==> config.mk <==
export PLATFORM = sky130hd
export DESIGN_NAME = atm_rx_dispatch
export DESIGN_NICKNAME = d
export VERILOG_FILES = /design/src/rtl/rxdisp_pkg.sv /design/src/rtl/rxdisp_dp.sv /design/src/rtl/rxdisp_ctrl.sv /design/src/rtl/atm_rx_dispatch.sv
export SDC_FILE = /design/constraint.sdc
export NUM_CORES = 2
export LEC_CHECK = 0
export ABC_CLOCK_PERIOD_IN_PS = 7100
export BUFFER_PORTS_ARGS = -buffer_cell sky130_fd_sc_hd__buf_4
export CORE_MARGIN = 2
export CORE_UTILIZATION = 40
export DETAILED_ROUTE_END_ITERATION = 10
export GPL_ROUTABILITY_DRIVEN = 0
export PLACE_DENSITY = 0.63
export SLEW_MARGIN = 20
export SYNTH_ARGS = -nofsm -noshare
export SYNTH_HDL_FRONTEND = slang
export SYNTH_SLANG_ARGS = --single-unit
==> constraint.sdc <==
create_clock -name clk -period 7.1 [get_ports clk]
set_clock_uncertainty 0.15 [all_clocks]
set_input_delay 0.355 -clock clk [delete_from_list [all_inputs] [get_ports clk]]
set_output_delay 0.355 -clock clk [all_outputs]
set_load 0.02 [all_outputs]
==> src/rtl/rxdisp_pkg.sv <==
package rxdisp_pkg;

  typedef struct packed {
    logic pop;
    logic dropOam;
    logic dropUser;
  } dispStrobe_t;

  function automatic logic ptiIsOam(input logic [2:0] pti);
    return pti[2] && !pti[1];
  endfunction

endpackage

==> src/rtl/rxdisp_dp.sv <==
module rxdisp_dp
  import rxdisp_pkg::*;
#(
  parameter int DEPTH  = 32,
  parameter int VC_N   = 16,
  parameter int VPI_W  = 8,
  parameter int VCI_W  = 16,
  parameter int TAG_W  = 8,
  parameter int CNT_W  = 16,
  localparam int CELL_W = VPI_W + VCI_W + 3 + TAG_W,
  localparam int IW     = $clog2(VC_N)
) (
  input  logic              clk,
  input  logic              rstN,
  input  logic              inValid,
  output logic              inReady,
  input  logic [CELL_W-1:0] inCell,
  input  logic              cfgWe,
  input  logic [IW-1:0]     cfgIdx,
  input  logic              cfgValid,
  input  logic [VPI_W-1:0]  cfgVpi,
  input  logic [VCI_W-1:0]  cfgVci,
  input  logic              cfgSar,
  input  logic              cfgOamHost,
  input  logic              cfgUserHost,
  input  dispStrobe_t       strb,
  output logic              headValid,
  output logic [CELL_W-1:0] headCell,
  output logic              hit,
  output logic              hitSar,
  output logic              hitOamHost,
  output logic              hitUserHost,
  output logic [CNT_W-1:0]  dropOamCnt,
  output logic [CNT_W-1:0]  dropUserCnt
);

  localparam int AW = $clog2(DEPTH);
  localparam int CW = $clog2(DEPTH + 1);
  localparam logic [AW-1:0] LAST_PTR = AW'(DEPTH - 1);
  localparam logic [CW-1:0] FULL_CNT = CW'(DEPTH);

  // ---------------- input queue ----------------
  logic [CELL_W-1:0] mem [DEPTH];
  logic [AW-1:0]     wrPtr, rdPtr;
  logic [CW-1:0]     count;
  logic              doPush;

  assign inReady   = (count != FULL_CNT);
  assign doPush    = inValid && inReady;
  assign headValid = (count != '0);
  assign headCell  = mem[rdPtr];

  always_ff @(posedge clk) begin
    if (doPush) mem[wrPtr] <= inCell;
  end

  always_ff @(posedge clk or negedge rstN) begin
    if (!rstN) begin
      wrPtr <= '0;
      rdPtr <= '0;
      count <= '0;
    end else begin
      if (doPush) wrPtr <= (wrPtr == LAST_PTR) ? '0 : wrPtr + 1'b1;
      if (strb.pop) rdPtr <= (rdPtr == LAST_PTR) ? '0 : rdPtr + 1'b1;
      count <= count + CW'(doPush) - CW'(strb.pop);
    end
  end

  p_no_overflow_r1: assert property (@(posedge clk) disable iff (!rstN)
    count <= FULL_CNT);
  p_pop_nonempty_r1: assert property (@(posedge clk) disable iff (!rstN)
    strb.pop |-> headValid);

  // ---------------- circuit table ----------------
  logic             entValid [VC_N];
  logic [VPI_W-1:0] entVpi   [VC_N];
  logic [VCI_W-1:0] entVci   [VC_N];
  logic             entSar   [VC_N];
  logic             entOam   [VC_N];
  logic             entUser  [VC_N];

  wire [VPI_W-1:0] headVpi = headCell[CELL_W-1 -: VPI_W];
  wire [VCI_W-1:0] headVci = headCell[CELL_W-VPI_W-1 -: VCI_W];

  for (genvar i = 0; i < VC_N; i++) begin : g_ent
    always_ff @(posedge clk or negedge rstN) begin
      if (!rstN) begin
        entValid[i] <= 1'b0;
        entVpi[i]   <= '0;
        entVci[i]   <= '0;
        entSar[i]   <= 1'b0;
        entOam[i]   <= 1'b0;
        entUser[i]  <= 1'b0;
      end else if (cfgWe && cfgIdx == IW'(i)) begin
        entValid[i] <= cfgValid;
        entVpi[i]   <= cfgVpi;
        entVci[i]   <= cfgVci;
        entSar[i]   <= cfgSar;
        entOam[i]   <= cfgOamHost;
        entUser[i]  <= cfgUserHost;
      end
    end
  end

  // lowest matching index wins: scan downward so it is assigned last
  always_comb begin
    hit         = 1'b0;
    hitSar      = 1'b0;
    hitOamHost  = 1'b0;
    hitUserHost = 1'b0;
    for (int i = VC_N - 1; i >= 0; i--) begin
      if (entValid[i] && entVpi[i] == headVpi && entVci[i] == headVci) begin
        hit         = 1'b1;
        hitSar      = entSar[i];
        hitOamHost  = entOam[i];
        hitUserHost = entUser[i];
      end
    end
  end

  // ---------------- discard counters ----------------
  always_ff @(posedge clk or negedge rstN) begin
    if (!rstN) begin
      dropOamCnt  <= '0;
      dropUserCnt <= '0;
    end else begin
      if (strb.dropOam)  dropOamCnt  <= dropOamCnt + 1'b1;
      if (strb.dropUser) dropUserCnt <= dropUserCnt + 1'b1;
    end
  end

  p_drop_exclusive_r8: assert property (@(posedge clk) disable iff (!rstN)
    !(strb.dropOam && strb.dropUser));

endmodule

==> src/rtl/rxdisp_ctrl.sv <==
module rxdisp_ctrl
  import rxdisp_pkg::*;
(
  input  logic        clk,
  input  logic        rstN,
  input  logic        headValid,
  input  logic [2:0]  headPti,
  input  logic        hit,
  input  logic        hitSar,
  input  logic        hitOamHost,
  input  logic        hitUserHost,
  input  logic        unkOamHost,
  input  logic        unkUserHost,
  output logic        sarValid,
  input  logic        sarReady,
  output logic        hostValid,
  input  logic        hostReady,
  output dispStrobe_t strb
);

  logic isOam, sarNeed, hostNeed, sarOk, hostOk;
  logic sarDone, hostDone;

  always_comb begin
    isOam    = ptiIsOam(headPti);
    sarNeed  = headValid && hit && !isOam && hitSar;
    if (hit)
      hostNeed = headValid && (isOam ? hitOamHost : hitUserHost);
    else
      hostNeed = headValid && (isOam ? unkOamHost : unkUserHost);

    sarValid  = sarNeed && !sarDone;
    hostValid = hostNeed && !hostDone;
    sarOk     = !sarNeed || sarDone || sarReady;
    hostOk    = !hostNeed || hostDone || hostReady;

    strb.pop      = headValid && sarOk && hostOk;
    strb.dropOam  = strb.pop && !sarNeed && !hostNeed && isOam;
    strb.dropUser = strb.pop && !sarNeed && !hostNeed && !isOam;
  end

  always_ff @(posedge clk or negedge rstN) begin
    if (!rstN) begin
      sarDone  <= 1'b0;
      hostDone <= 1'b0;
    end else if (strb.pop) begin
      sarDone  <= 1'b0;
      hostDone <= 1'b0;
    end else begin
      if (sarValid && sarReady)   sarDone  <= 1'b1;
      if (hostValid && hostReady) hostDone <= 1'b1;
    end
  end

  p_oam_not_sar_r5: assert property (@(posedge clk) disable iff (!rstN)
    sarValid |-> !(headPti[2] && !headPti[1]));
  p_unknown_not_sar_r6: assert property (@(posedge clk) disable iff (!rstN)
    sarValid |-> hit);
  p_sar_hold_r7: assert property (@(posedge clk) disable iff (!rstN)
    sarValid && !sarReady |=> sarValid);
  p_host_hold_r7: assert property (@(posedge clk) disable iff (!rstN)
    hostValid && !hostReady |=> hostValid);
  p_drop_silent_r8: assert property (@(posedge clk) disable iff (!rstN)
    (strb.dropOam || strb.dropUser) |-> !sarValid && !hostValid);

endmodule

==> src/rtl/atm_rx_dispatch.sv <==
module atm_rx_dispatch
  import rxdisp_pkg::*;
#(
  parameter int DEPTH  = 32,
  parameter int VC_N   = 16,
  parameter int VPI_W  = 8,
  parameter int VCI_W  = 16,
  parameter int TAG_W  = 8,
  parameter int CNT_W  = 16,
  localparam int CELL_W = VPI_W + VCI_W + 3 + TAG_W,
  localparam int IW     = $clog2(VC_N)
) (
  input  logic              clk,
  input  logic              rstN,
  input  logic              inValid,
  output logic              inReady,
  input  logic [CELL_W-1:0] inCell,
  output logic              sarValid,
  input  logic              sarReady,
  output logic [CELL_W-1:0] sarCell,
  output logic              hostValid,
  input  logic              hostReady,
  output logic [CELL_W-1:0] hostCell,
  input  logic              cfgWe,
  input  logic [IW-1:0]     cfgIdx,
  input  logic              cfgValid,
  input  logic [VPI_W-1:0]  cfgVpi,
  input  logic [VCI_W-1:0]  cfgVci,
  input  logic              cfgSar,
  input  logic              cfgOamHost,
  input  logic              cfgUserHost,
  input  logic              unkOamHost,
  input  logic              unkUserHost,
  output logic [CNT_W-1:0]  dropOamCnt,
  output logic [CNT_W-1:0]  dropUserCnt
);

  dispStrobe_t       strb;
  logic              headValid, hit, hitSar, hitOamHost, hitUserHost;
  logic [CELL_W-1:0] headCell;

  rxdisp_dp #(
    .DEPTH(DEPTH), .VC_N(VC_N), .VPI_W(VPI_W), .VCI_W(VCI_W),
    .TAG_W(TAG_W), .CNT_W(CNT_W)
  ) u_dp (
    .clk, .rstN, .inValid, .inReady, .inCell,
    .cfgWe, .cfgIdx, .cfgValid, .cfgVpi, .cfgVci,
    .cfgSar, .cfgOamHost, .cfgUserHost,
    .strb, .headValid, .headCell,
    .hit, .hitSar, .hitOamHost, .hitUserHost,
    .dropOamCnt, .dropUserCnt
  );

  rxdisp_ctrl u_ctrl (
    .clk, .rstN, .headValid,
    .headPti(headCell[TAG_W+2:TAG_W]),
    .hit, .hitSar, .hitOamHost, .hitUserHost,
    .unkOamHost, .unkUserHost,
    .sarValid, .sarReady, .hostValid, .hostReady,
    .strb
  );

  assign sarCell  = headCell;
  assign hostCell = headCell;

  p_sar_word_stable_r7: assert property (@(posedge clk) disable iff (!rstN)
    sarValid && !sarReady |=> $stable(sarCell));
  p_host_word_stable_r7: assert property (@(posedge clk) disable iff (!rstN)
    hostValid && !hostReady |=> $stable(hostCell));

endmodule

### Word-level counts from Yosys, hierarchy flattened

Memory sizes are Yosys's and may differ from the RTL's.
Index checks and enable logic that the tools add are counted.

* register bits after elaboration: 498
* memory bits (writable): 1120
* output and inout port bits: 105
* memories: 1

* add/sub/neg operators: 6
* equal/unequal tests: 50
* multiplexer cells: 75
* reductions and logical operators: 79

Memories
* u_dp.mem: words 32, bits a word 35, read ports 1, clocked after memory_dff 0, wr ports 1, RTL line rxdisp_dp.sv:43 `logic [CELL_W-1:0] mem [DEPTH];`

Operators by type and width (number)
* $eq A16 B16 Y1: 16
* $eq A8 B8 Y1: 16
* $mux W1: 73
* $logic_and A1 B1 Y1: 65
* $add A16 B1 Y16 const B: 2
* $eq A4 B4 Y1 const B: 8
* $eq A4 B3 Y1 const B: 4
* $add A5 B1 Y5 const B: 2
* $eq A5 B5 Y1 const B: 2
* $mux W5: 2
* $eq A4 B2 Y1 const B: 2
* $add A6 B1 Y6: 1
* $logic_not A1 Y1: 6
* $ne A6 B6 Y1 const B: 1
* $reduce_bool A6 Y1: 1
* $sub A6 B1 Y6: 1
* $eq A4 B1 Y1 const B: 1
* $logic_not A4 Y1: 1
* $logic_or A1 B1 Y1: 4
* $reduce_bool A2 Y1: 2

### Depth between registers and ports, before layout

An unclocked memory read counts as a cell.

* depth in word-level cells: 31
* gate-level depth with buffers: 32
* depth with buffers taken out: 22

### Modules after synthesis

A second synthesis with hierarchy kept.

* cells, all modules: 3763
* area total of the unflattened synthesis: 67125.6 um^2

Modules (own cells, without submodules)
* rxdisp_dp: instances 1, cells each 3700, area an instance 66653.9 um^2, sequential area each 46044.2 um^2
* atm_rx_dispatch: instances 1, cells each 35, area an instance 262.8 um^2, sequential area each 0.0 um^2
* rxdisp_ctrl: instances 1, cells each 28, area an instance 209.0 um^2, sequential area each 50.0 um^2

### Worst setup path after synthesis

OpenSTA, ideal clock, no wires.

* path kind: reg2reg
* start point: reg u_dp.rdPtr[0]
* end point: reg u_dp.count[4]
* data arrival time: 6.510 ns
* required time: 6.870 ns
* slack: 0.360 ns
* stages on the path, launching flop included: 31
* buffers on the path: 9
* period minus slack after synthesis: 6.740 ns
* cell sequence: dfrtp_1 -> buf_6 -> buf_6 -> buf_6 -> buf_6 -> buf_6 -> buf_6 -> mux2_1 -> o2111a_2 -> buf_6 -> buf_2 -> nor2_1 -> xnor2_1 -> nand4_1 -> nor4_2 -> buf_4 -> mux2i_1 -> a2111oi_0 -> o311ai_1 -> a2111oi_2 -> a21oi_1 -> o21ai_4 -> inv_1 -> ha_1 -> inv_1 -> ha_1 -> fa_1 -> a21oi_1 -> nor2_1 -> nor2_1 -> xnor2_1

RTL lines
* start: declaration: RTL line rxdisp_dp.sv:44 `logic [AW-1:0] wrPtr, rdPtr;`
* start signal: assignment: RTL line rxdisp_dp.sv:64 `if (strb.pop) rdPtr <= (rdPtr == LAST_PTR) ? '0 : rdPtr + 1'b1;`
* end signal: assignment: RTL line rxdisp_dp.sv:65 `count <= count + CW'(doPush) - CW'(strb.pop);`
* end: declaration: RTL line rxdisp_dp.sv:45 `logic [CW-1:0] count;`

==> impl_results.md <==
- Setup CP Type: flop to flop
- Avg Inst Size Synth: 15.36 µm²
- Yosys cell types: 104
- Clock tree buffer depth: 3
- Share of the clock period used by the worst path: 0.9843
- Num Clock Sinks: 1,618
- Final Worst Setup Slack: 0.1116 ns
- Type of origin of the critical path: flop
- Setup TNS: 0 ns
- Placed insts: 7,705
- H-tree levels: 4
- Ys async rst share: 0.3078
- Post-synthesis cell count: 4,741
- Die Span Y: 430.6 µm
- Number of enable flip-flop cells after synthesis: 1,120
- Iter 0 DRT Violations: 6,140
- Residual DRC count: 0
- Required time worst endpoint: 7.70 ns
- Layout cells sized above 1: 0.3681
- Final HPWL DP: 163,100 µm
- Row count: 156
- Main flop type after synthesis: edfxtp_1
- Wirelength per Cell: 30.51 µm
- DRT Pass-1 Iters: 6
- First-pass GRT wire length: 352,400 µm
- CP max FO: 10
- Top Ports: 180
- Nets: 5,731
- Met1 global-route usage: 0.3473
- Core ar.: 0.1807 mm²
- Slowest CP cell: nor4_1
- Max-slew headroom: 0.2423
- RSZ-0062 raised after global routing: true
- DP Worst Slack: -0.4597 ns
- F_max: 143.1 MHz
- Total number of vias: 49,850
- Worst-margin pin slew: 1.137 ns
- Fin. max-slew vios: 0
- Reg2Reg Launch Point: u_dp.rdPtr[0]
- Met2 usage: 0.4070
- Grt peak-use layer: met2
- Final Total Pwr: 44,930 µW
- Sequential fraction of the synthesis area: 0.6332
- Failing checks: hold timing
- R2r setup slk: 0.11 ns
- P_leak: 0.03290 µW
- Final setup vio count: 0
- Via/cell ratio: 6.111
- Vias in the first global route: 49,330
- Clk_lat worst skew: 0.87 ns
- Post-layout min period: 6.988 ns
- Syn Std Cell Area: 0.07280 mm²
- Non-Filler Instances: 8,157
- Synth warnings: 0
- Max cap viols: 0
- Post-route ant nets: 0
- CP most frequent cell: buf_4
- I/O Buffers: 179
- Count of state elements after synthesis: 1,618
- Die ar.: 0.1854 mm²
- Crit path capture type: flop
- Status: finished with violations
- Width of the die: 430.6 µm
- Hold slack: -0.02872 ns
- Setup crit start: u_dp.rdPtr[0]
- Clk pin slew, worst setup/hold paths: 0.06 ns
- CTS tree: yes
- Initial core utilization: 0.4028
- Total global routing track utilization: 0.2640
- VDD IR max: 0.5188 mV
- Met3 Use GR: 0.07089
- Root Buffer Master: clkbuf_16
- Final hold violation count: 9
- Net Count, Synth: 4,835
- PwrDens: 500.1 mW/mm²
- Crit-path max cell delay: 0.92 ns
- WL final: 248,800 µm
- Arrival time worst endpoint: 7.59 ns
- GRT Residual Overflow: 0
- Worst hold-check path type: primary input to asynchronous set/reset pin
- Initial antenna violation count: 13
- Largest net degree at the start of global routing: 140
- Layout area overhead: 23.41%
- Cts bufs inserted: 168
## final timing paths
| check | cells after the start | to |
|---|---|---|
| max | 31 | u_dp.count[5] |
| max in group asynchronous | 3 | u_dp.entVpi[30] |
| max reg2reg | 31 | u_dp.count[5] |
| min in group clk | 4 | u_dp.entUser[14] |
| min | 2 | u_dp.entVci[82] |
| min reg2reg | 1 | u_dp.dropUserCnt[15] |
## worst max-delay path, delay by kind of cell, from the launching register on
family | cells | cell delay [ns]
AND/OR/NAND/NOR | 6 | 1.99
AO/OA/AOI/OAI | 10 | 1.72
buffers and inverters | 11 | 1.43
multiplexers | 1 | 0.52
adder cells (fa/ha/maj) | 2 | 0.48
flip-flops | 1 | 0.45
XOR/XNOR | 1 | 0.16
## cells in the mapped netlist, drive strengths merged, types with 39 or more instances
cell,number,area (µm²)
a21boi,93,698.2
buf,181,1301
clkbuf,134,508.0
dfrtp,498,12460
edfxtp,1120,33630
inv,70,262.8
mux2,521,5874
mux2i,97,970.9
mux4,232,5233
nand2,134,503.0
nand3,39,205.2
nand4,208,1308
nor2,114,435.4
nor3,151,780.8
nor4,103,773.2
o21ai,272,1373
or3,219,1375
or4,40,315.3
xor2,86,753.2
## layer usage
metal  vias up  wire length (µm)  part of all wire
li1      20680                 -                 -
met1     25600             96980              0.39
met2      2840            111800              0.45
met3       717             25910              0.10
met4         6             14140             0.057
met5         -                45           0.00018
## state kept, by name (all words and copies together), names as in the netlist
signal            flops
u_ctrl.hostDone       1
u_ctrl.sarDone        1
u_dp.count            6
u_dp.dropOamCnt      16
u_dp.dropUserCnt     16
u_dp.entOam          16
u_dp.entSar          16
u_dp.entUser         16
u_dp.entValid        16
u_dp.entVci         256
u_dp.entVpi         128
u_dp.mem           1120
u_dp.rdPtr            5
u_dp.wrPtr            5
## power breakdown
part,internal (µW),switching [µW]
clock,5090,3910
combinational,10500,13500
sequential,11100,712
total,26800,18200
## area by class of cell
class / count / area [µm²]
clock buffer: 229 / 4573
clock inverter: 80 / 1096
inverter: 72 / 270.3
tap: 2370 / 2965
multi-input combinational: 2736 / 25400
antenna: 11 / 27.53
timing repair buffer: 1041 / 9410
fill: 15190 / 90900
sequential: 1618 / 46110
## placed cells by master, fill, tap and decap left out, types with 17 or more instances in the layout
master and n:
mux2_2 506, dlygate4sd3_1 69, inv_1 70, clkinv_1 26
or3_1 217, a2111oi_4 25, buf_12 98, clkinv_2 18
nor2_4 37, o21ai_0 259, edfxtp_1 1120, nand3_1 37
o2111ai_1 24, xor2_1 85, mux4_2 230, nor4_1 85
or4_1 30, nand2_1 134, nor3_1 145, nand4b_1 17
clkbuf_1 47, a22o_1 21, nor2_1 71, nand4_1 207
a21boi_0 92, nand3b_1 22, ha_1 18, dfrtp_1 493
clkbuf_16 173, buf_4 855, nor4b_1 17, a2111o_1 24
a21oi_1 31, mux2i_1 97
## cell families after synthesis
group,share of synthesized area
DFF,0.6332
and+or+nand+nor,0.09731
muxes,0.1659
AOI/OAI and AO/OA,0.05943
buffers and inverters,0.02856
xor gates and xnor gates,0.01227
adders and majority gates,0.003369
## stage by stage
stage,util,instance area [µm²]
2_1_floorplan,-,72800
3_3_place_gp,0.4557,82370
5_1_grt,0.4970,89820
4_1_cts,0.4924,88990
6_report,0.4971,89850
3_5_place_dp,0.4559,82410
## repair_timing
item                                     CTS  global route
pin swaps                                  9            28
hold endpoints to repair                1614             0
cloned                                     0             3
hold buffers                              69             0
setup buffers                             14            46
gates resized for setup                   19            60
endpoints found under the setup margin     7             6
Power figures use the tool's default switching activity.
